<file path="src/rtl/mc_ctl_pkg.sv">
package mc_ctl_pkg;
  localparam int STATE_W = 4;

  typedef enum logic [STATE_W-1:0] {
    S_FETCH  = 4'd0,
    S_DECODE = 4'd1,
    S_ADDR   = 4'd2,
    S_MEMRD  = 4'd3,
    S_LDWB   = 4'd4,
    S_MEMWR  = 4'd5,
    S_REXEC  = 4'd6,
    S_RWB    = 4'd7,
    S_BRANCH = 4'd8
  } state_e;

  localparam logic [1:0] ALU_ADD  = 2'b00;
  localparam logic [1:0] ALU_SUB  = 2'b01;
  localparam logic [1:0] ALU_FUNC = 2'b10;

  localparam logic [1:0] SRCB_REG   = 2'b00;
  localparam logic [1:0] SRCB_FOUR  = 2'b01;
  localparam logic [1:0] SRCB_IMM   = 2'b10;
  localparam logic [1:0] SRCB_SHIMM = 2'b11;

  typedef struct packed {
    logic       pc_write;
    logic       pc_branch;
    logic       iord;
    logic       mem_read;
    logic       mem_write;
    logic       ir_write;
    logic       reg_dst;
    logic       mem_to_reg;
    logic       reg_write;
    logic       alu_src_a;
    logic [1:0] alu_src_b;
    logic [1:0] alu_op;
    logic       pc_source;
  } ctrl_t;
endpackage

</file>
<file path="src/rtl/mc_next_state.sv">
module mc_next_state
  import mc_ctl_pkg::*;
#(
  parameter int OPW = 6,
  parameter logic [OPW-1:0] OP_LW  = 6'b100011,
  parameter logic [OPW-1:0] OP_SW  = 6'b101011,
  parameter logic [OPW-1:0] OP_RT  = 6'b000000,
  parameter logic [OPW-1:0] OP_BEQ = 6'b000100
) (
  input  state_e         cur,
  input  logic [OPW-1:0] opcode,
  output state_e         nxt
);
  always_comb begin
    nxt = S_FETCH;
    unique case (cur)
      S_FETCH:  nxt = S_DECODE;
      S_DECODE: begin
        if (opcode == OP_BEQ)                         nxt = S_BRANCH;
        else if (opcode == OP_RT)                     nxt = S_REXEC;
        else if (opcode == OP_LW || opcode == OP_SW)  nxt = S_ADDR;
        else                                          nxt = S_FETCH;
      end
      S_ADDR:   nxt = (opcode == OP_SW) ? S_MEMWR : S_MEMRD;
      S_MEMRD:  nxt = S_LDWB;
      S_REXEC:  nxt = S_RWB;
      default:  nxt = S_FETCH;
    endcase
  end
endmodule

</file>
<file path="src/rtl/mc_ctl_decode.sv">
module mc_ctl_decode
  import mc_ctl_pkg::*;
(
  input  state_e st,
  output ctrl_t  c
);
  always_comb begin
    c = '0;
    unique case (st)
      S_FETCH: begin
        c.pc_write  = 1'b1;
        c.mem_read  = 1'b1;
        c.ir_write  = 1'b1;
        c.alu_src_b = SRCB_FOUR;
        c.alu_op    = ALU_ADD;
      end
      S_DECODE: begin
        c.alu_src_b = SRCB_SHIMM;
        c.alu_op    = ALU_ADD;
      end
      S_ADDR: begin
        c.alu_src_a = 1'b1;
        c.alu_src_b = SRCB_IMM;
        c.alu_op    = ALU_ADD;
      end
      S_MEMRD: begin
        c.mem_read = 1'b1;
        c.iord     = 1'b1;
      end
      S_LDWB: begin
        c.mem_to_reg = 1'b1;
        c.reg_write  = 1'b1;
      end
      S_MEMWR: begin
        c.mem_write = 1'b1;
        c.iord      = 1'b1;
      end
      S_REXEC: begin
        c.alu_src_a = 1'b1;
        c.alu_src_b = SRCB_REG;
        c.alu_op    = ALU_FUNC;
      end
      S_RWB: begin
        c.reg_dst   = 1'b1;
        c.reg_write = 1'b1;
      end
      S_BRANCH: begin
        c.pc_branch = 1'b1;
        c.alu_src_a = 1'b1;
        c.alu_src_b = SRCB_REG;
        c.alu_op    = ALU_SUB;
        c.pc_source = 1'b1;
      end
      default: c = '0;
    endcase
  end
endmodule

</file>
<file path="src/rtl/mc_ctl_top.sv">
module mc_ctl_top
  import mc_ctl_pkg::*;
#(
  parameter int OPW = 6,
  parameter logic [OPW-1:0] OP_LW  = 6'b100011,
  parameter logic [OPW-1:0] OP_SW  = 6'b101011,
  parameter logic [OPW-1:0] OP_RT  = 6'b000000,
  parameter logic [OPW-1:0] OP_BEQ = 6'b000100
) (
  input  logic               clk,
  input  logic               rst,
  input  logic [OPW-1:0]     opcode,
  input  logic               zero,
  output logic               pc_write,
  output logic               iord,
  output logic               mem_read,
  output logic               mem_write,
  output logic               ir_write,
  output logic               reg_dst,
  output logic               mem_to_reg,
  output logic               reg_write,
  output logic               alu_src_a,
  output logic [1:0]         alu_src_b,
  output logic [1:0]         alu_op,
  output logic               pc_source,
  output logic [STATE_W-1:0] state
);
  state_e state_q, state_d, state_sel;
  ctrl_t  ctrl_q, ctrl_d;

  mc_next_state #(
    .OPW(OPW), .OP_LW(OP_LW), .OP_SW(OP_SW), .OP_RT(OP_RT), .OP_BEQ(OP_BEQ)
  ) u_next (
    .cur(state_q), .opcode(opcode), .nxt(state_d)
  );

  assign state_sel = rst ? S_FETCH : state_d;

  mc_ctl_decode u_dec (.st(state_sel), .c(ctrl_d));

  always_ff @(posedge clk) begin
    state_q <= state_sel;
    ctrl_q  <= ctrl_d;
  end

  assign pc_write   = ctrl_q.pc_write | (ctrl_q.pc_branch & zero);
  assign iord       = ctrl_q.iord;
  assign mem_read   = ctrl_q.mem_read;
  assign mem_write  = ctrl_q.mem_write;
  assign ir_write   = ctrl_q.ir_write;
  assign reg_dst    = ctrl_q.reg_dst;
  assign mem_to_reg = ctrl_q.mem_to_reg;
  assign reg_write  = ctrl_q.reg_write;
  assign alu_src_a  = ctrl_q.alu_src_a;
  assign alu_src_b  = ctrl_q.alu_src_b;
  assign alu_op     = ctrl_q.alu_op;
  assign pc_source  = ctrl_q.pc_source;
  assign state      = state_q;

  assert_rst_fetch_R1: assert property (@(posedge clk) disable iff (rst)
    $fell(rst) |-> (state_q == S_FETCH && ir_write));

  assert_fetch_vec_R2: assert property (@(posedge clk) disable iff (rst)
    (state_q == S_FETCH) |-> (pc_write && mem_read && ir_write && !iord
                              && alu_src_b == SRCB_FOUR));

  assert_decode_beq_R3: assert property (@(posedge clk) disable iff (rst)
    (state_q == S_DECODE && opcode == OP_BEQ) |=> (state_q == S_BRANCH));

  assert_branch_pcw_R4: assert property (@(posedge clk) disable iff (rst)
    (state_q == S_BRANCH) |-> (pc_write == zero));

  assert_rtype_wb_R5: assert property (@(posedge clk) disable iff (rst)
    (state_q == S_RWB) |-> ($past(state_q) == S_REXEC && reg_write && reg_dst));

  assert_load_wb_R6: assert property (@(posedge clk) disable iff (rst)
    (state_q == S_LDWB) |-> ($past(state_q) == S_MEMRD && reg_write && mem_to_reg));

  assert_store_ret_R7: assert property (@(posedge clk) disable iff (rst)
    (state_q == S_MEMWR) |=> (state_q == S_FETCH));

  assert_unknown_op_R8: assert property (@(posedge clk) disable iff (rst)
    (state_q == S_DECODE && opcode != OP_BEQ && opcode != OP_RT
     && opcode != OP_LW && opcode != OP_SW) |=> (state_q == S_FETCH));

  assert_mem_excl_R9: assert property (@(posedge clk) disable iff (rst)
    !(mem_read && mem_write));

  assert_pcw_gate_R9: assert property (@(posedge clk) disable iff (rst)
    (state_q != S_FETCH && state_q != S_BRANCH) |-> !pc_write);
endmodule

</file>
<file path="config.mk">
export PLATFORM = sky130hd
export DESIGN_NAME = mc_ctl_top
export DESIGN_NICKNAME = d
export VERILOG_FILES = /design/src/rtl/mc_ctl_pkg.sv /design/src/rtl/mc_next_state.sv /design/src/rtl/mc_ctl_decode.sv /design/src/rtl/mc_ctl_top.sv
export SDC_FILE = /design/constraint.sdc
export NUM_CORES = 1
export LEC_CHECK = 0
export CAP_MARGIN = 20
export CORE_UTILIZATION = 30
export CTS_BUF_LIST = sky130_fd_sc_hd__clkbuf_16
export DETAILED_ROUTE_END_ITERATION = 7
export MAX_ROUTING_LAYER = met4
export PLACE_DENSITY = 0.64
export SLEW_MARGIN = 10
export SYNTH_ARGS = -nofsm -noshare
export SYNTH_HDL_FRONTEND = slang
export SYNTH_SLANG_ARGS = --single-unit
</file>
<file path="constraint.sdc">
create_clock -name clk -period 1.5 [get_ports clk]
set_input_delay 0.375 -clock clk [delete_from_list [all_inputs] [get_ports clk]]
set_output_delay 0.375 -clock clk [all_outputs]
set_load 0.05 [all_outputs]
</file>
Word-level counts from Yosys, hierarchy flattened
Cells that the tools add are included.
Storage, ports and cells
  flip-flop bits (word level): 17
  input port bits: 9
  output and inout port bits: 18
  logic and storage cells: 53
Cells by class
  equal/unequal tests: 15
  multiplexer cells: 16
  bitwise gates (word level): 2
  reductions and logical operators: 8
Operators by type and width (number)
  case mux 4 bit (5 select lines): 2
  == test 4 x 3 -> 1 bit (second input constant): 5
  == test 4 x 2 -> 1 bit (second input constant): 4
  == test 6 bit (second input constant): 2
  two-way mux 4 bit: 3
  two-way mux 1 bit: 9
  == test 4 x 1 -> 1 bit (second input constant): 2
  zero test 4 bit: 2
  == test 6 x 3 -> 1 bit (second input constant): 1
  zero test 6 bit: 1
  OR reduction 2 bit: 3
  == test 4 bit (second input constant): 1
  two-way mux 3 bit: 1
  OR reduction 3 bit: 1
  two-way mux 2 bit: 1
  AND 1 bit: 1
  logical OR 1 bit: 1
  bitwise OR 1 bit: 1

Depth between registers and ports, before layout
  depth in word-level cells: 10
  gate-level depth with buffers: 5
  depth with buffers taken out: 4

Hierarchy
A second synthesis with hierarchy kept.
Second synthesis, totals
  cell total of the unflattened synthesis: 69
  area total of the unflattened synthesis: 774.5 um2
Modules (own cells, without submodules)
  mc_ctl_top: instances 1, cells an instance 28, area each 442.9 um2, seq. area each 380.4 um2
  mc_ctl_decode: instances 1, cells an instance 23, area each 191.4 um2, seq. area each 0.0 um2
  mc_next_state: instances 1, cells an instance 18, area each 140.1 um2, seq. area each 0.0 um2

Worst setup path before layout
Ideal clock, no wire load.
  path type: reg-to-reg
  from: register state_q[0] (netlist: state[0])
  to: register ctrl_q, in the netlist alu_src_b[1]
  setup time: 0.117 ns
  data arrival time: 1.725 ns
  data required time: 1.383 ns
  setup slack: -0.342 ns
  stages on the path, launching flop included: 6
  path buffers: 2
  period minus slack after synthesis: 1.842 ns
  cell sequence: dfxtp_1 > buf_6 > nor4b_2 > and4_1 > clkbuf_1 > and4bb_2
RTL lines
  start: declaration: line mc_ctl_top.sv:28  | state_e state_q, state_d, state_sel;
  start signal: assignment: line mc_ctl_top.sv:42  | state_q <= state_sel;
  end signal: assignment: line mc_ctl_top.sv:43  | ctrl_q <= ctrl_d;
  end: declaration: line mc_ctl_top.sv:29  | ctrl_t ctrl_q, ctrl_d;

==> reports/summary.log <==
[clock_network] number of sinks driven by the clock tree 17
[final_layout] fill cell count 147
[critical_path] type of the worst setup path reg2reg
[clock_network] number of H-tree levels 1
[timing] Max Fclk 677 MHz
[yosys] Synth area leaders sky130_fd_sc_hd__dfxtp_1, sky130_fd_sc_hd__a2111oi_2, sky130_fd_sc_hd__and4_1
[final_layout] antenna diode count 0
[final_layout] # nets final 124
[worst_hold_path] type of the most critical hold path in2reg
[timing] final hold slack 0.598 ns
[place] HPWL reported at the end of detailed placement 1360 um
[yosys] count of unique library cells instantiated by Yosys 32
[pwr] Internal Power 0.000930 W
[critical_path] WP data required 1.63 ns
[timing] Worst Slack Setup Final 0.0230 ns
[critical_path] worst r2r dst alu_src_b[1]
[yosys] top cell type's share of synthesized area 48.1%
[yosys] fraction of registers with async set/reset 0%
[pwr] Sw Pwr 0.000292 W
[timing] count of endpoints failing setup in the final report 0
[critical_path] maximum fanout count along the critical path 5
[critical_path] cell family with the largest share of critical-path delay simple AND/OR/NAND/NOR gates
[grt] pin count of the biggest net entering global routing 11
[critical_path] Reg2Reg Launch Point state[1]
[worst_hold_path] number of cells traversed by the worst hold path 3
[run_status] result of the run finished clean
[floorplanning] area inside the core boundary 2210 sq um
[final_layout] post-route cell area 1520 sq um
[detailed_routing] number of DRC violations after detailed routing 0
[pwr] fraction of power spent switching nets 23.9%
[timing] headroom to the max-slew limit 78.8%
[critical_path] Critical Path Sink Type flop
[timing] minimum clock period 1.48 ns
[timing] pins over their slew limit 0
[critical_path] worst-path cell chain nor4b_4 > buf_4 > and4_4 > and4bb_2
[final_layout] Seq. cell area 353 sq um
[clock_network] hold-fix buffer count after cts 0
[timing] final hold violations 0
[final_layout] max reg flops 4
[detailed_routing] wire length per cell 14.2 um
[detailed_routing] via total after detailed routing 720
[critical_path] signal arrival time at the worst endpoint 1.61 ns
[yosys] dominant synthesized flop cell sky130_fd_sc_hd__dfxtp_1
[grt] first-pass GRT wire length 3270 um
[grt] number of global-route vias before repair 716
[final_layout] fraction of final layout cells with drive strength greater than 1 68.4%
[critical_path] logic depth of the worst register-to-register path 4
[pwr] proportion of power drawn by combinational gates 17.9%
[pwr] proportion of power drawn by flip-flops and latches 38.8%
[place] final RePlAce weighted congestion 0.783
[final_layout] core occupancy in the finished layout 68.9%
[final_layout] combined area of the multi-input logic cells 438 sq um
[pwr] Power Dens Cells 802 nW/um^2
[yosys] instance count of the mapped netlist 62
[pwr] total power after layout 0.00122 W
[yosys] cell area after synthesis 708 sq um
[detailed_routing] Initial DRT Pass Iterations 4
[timing] RSZ-0062 raised after global routing yes
[floorplanning] vertical die dimension 50.6 um
[critical_path] longest individual stage delay on the worst path 0.37 ns
[detailed_routing] number of violations reported at the end of detailed-routing iteration 0 12
[floorplanning] FP Rows 17
[clock_network] insertion delay of the later-clocked pin in the worst-skew pair 0.25 ns
[grt] initial antenna violation count 0
[pwr] standby leakage power 0.651 nW
[floorplanning] initial standard-cell utilization of the core 32.0%
[critical_path] Worst Path Buf+Inv 1
[critical_path] startpoint of the most critical setup path state[1]
[clock_network] post-CTS clock slew at the launch and capture registers of the worst setup and hold paths 0.05 ns
[floorplanning] Die Area 2560 sq um
[yosys] largest area contributor in the netlist sky130_fd_sc_hd__dfxtp_1
[worst_hold_path] Worst Hold End state[0]
[yosys] Seq cells post-synth 17
[yosys] Post-synth EDFFs 0
[critical_path] launching element type of the critical path flop
[grt] sum of overflow across all layers after global routing 0
[yosys] sequential-to-total area share from yosys stat 48.1%
[grt] total routing usage reported by global routing 17.6%
[worst_hold_path] Worst Hold Launch rst
[detailed_routing] average via count per standard cell 5.07
[detailed_routing] Detailed Route WL 2010 um
[pwr] Peak supply drop 0.715 mV
[place] worst slack at placement -0.539 ns
[detailed_routing] antenna viol nets, final 0
[floorplanning] DIE WIDTH 50.6 um
[clock_network] cts bufs inserted 3
[flow_run] max capacitance violation total 0
[critical_path] Crit-path slowest cell sky130_fd_sc_hd__dfxtp_4
[final_layout] relative area change from synthesis to final layout 115%
[critical_path] minimum setup slack among reg-to-reg paths 0.02 ns
[place] total of buffers placed on input and output ports 26
[timing] period utilisation layout 98.5%
[pwr] clock share of power 43.4%
[clock_network] Max Buffers Root-to-Sink 2
[place] dpl cell area 1300 sq um
[yosys] number of synthesis warnings 0
[clock_network] Root Driver sky130_fd_sc_hd__clkbuf_16
[yosys] Synth Net Count 71
[floorplanning] top-level I/O count 27
[yosys] Mean Syn Cell Area 11.4 sq um
[timing] Tightest Pin Transition 0.317 ns
[clock_network] CTS tree yes
[timing] clock tree skew after final layout 0.00434 ns
[worst min-delay path, delay by kind of cell]
kind / cells / cell delay (ns)
AOI/OAI and AO/OA: 1 / 0.10
buffers and inverters: 2 / 0.34
[area by class of cell]
| cell class | count | share of cell area [%] |
|---|---|---|
| multi-input cells | 42 | 28.7 |
| clock buffers | 3 | 4.93 |
| repair buffers | 51 | 40.6 |
| well taps | 28 | 2.30 |
| flip-flops and latches | 17 | 23.2 |
| clock inverters | 1 | 0.328 |
[power groups by stage]
stage	registers [W]	clock network (W)	logic, W
floorplan	0.000511	0	0.0000543
global placement	0.000482	0	0.000196
detailed placement	0.000483	0	0.000198
CTS	0.000473	0.000538	0.000208
global route	0.000474	0.000560	0.000228
finish	0.000474	0.000530	0.000218
[placed cells by master (no fill, tap or decap), types with 3 or more instances in the layout]
cell	synthesis	layout
sky130_fd_sc_hd__clkdlybuf4s15_1	0	3
sky130_fd_sc_hd__nor2_1	5	3
sky130_fd_sc_hd__dfxtp_1	17	13
sky130_fd_sc_hd__buf_12	0	18
sky130_fd_sc_hd__clkbuf_16	0	3
sky130_fd_sc_hd__dfxtp_4	0	3
sky130_fd_sc_hd__buf_4	1	25
[layer usage]
layer	part of all wire, %	up-vias	track usage (%)
li1	-	344	-
met4	0	0	4.17
met5	0	-	-
met3	4.6	0	3.03
met2	50	21	30.2
met1	45	355	21.2
[worst max path at each step]
stage | end | cells after the start
3_5_place_dp | mem_read | 5
6_report | alu_src_b[1] | 4
3_3_place_gp | mem_read | 6
2_1_floorplan | iord | 5
5_1_grt | iord | 6
4_1_cts | iord | 4
[synthesized netlist by cell type, types with 2 or more instances]
library cell                 n
sky130_fd_sc_hd__and3_1      2
sky130_fd_sc_hd__a2111oi_2   2
sky130_fd_sc_hd__nor2_1      5
sky130_fd_sc_hd__o31ai_1     2
sky130_fd_sc_hd__nor4b_1     2
sky130_fd_sc_hd__and4_1      3
sky130_fd_sc_hd__a211o_1     2
sky130_fd_sc_hd__nand2_1     3
sky130_fd_sc_hd__dfxtp_1    17
sky130_fd_sc_hd__nor3_1      2
[kinds of logic (layout without fill, tap and decap cells)]
kind of cell              count (synthesis)  in the layout  synth area share [%]
AOI/OAI and AO/OA                        16             16                  21.4
xor gates and xnor gates                  1              1                  1.24
buffers and inverters                     3             55                  3.18
DFF                                      17             17                  48.1
muxes                                     1              1                  1.41
and+or+nand+nor                          24             24                  24.7
[metrics by stage]
stage / TNS (ns) / std cells
2_1_floorplan: -0.109 / 62
6_report: 0 / 142
4_1_cts: 0 / 138
3_3_place_gp: -5.87 / 129
5_1_grt: -0.130 / 142
3_5_place_dp: -6.36 / 129
[repair_timing]
action | CTS | global route
setup buffers | 5 | 4
resized for setup | 22 | 10
pin swaps | 9 | 6
endpoints found under the setup margin | 15 | 10
No activity file was read; power rests on OpenSTA's default activity.
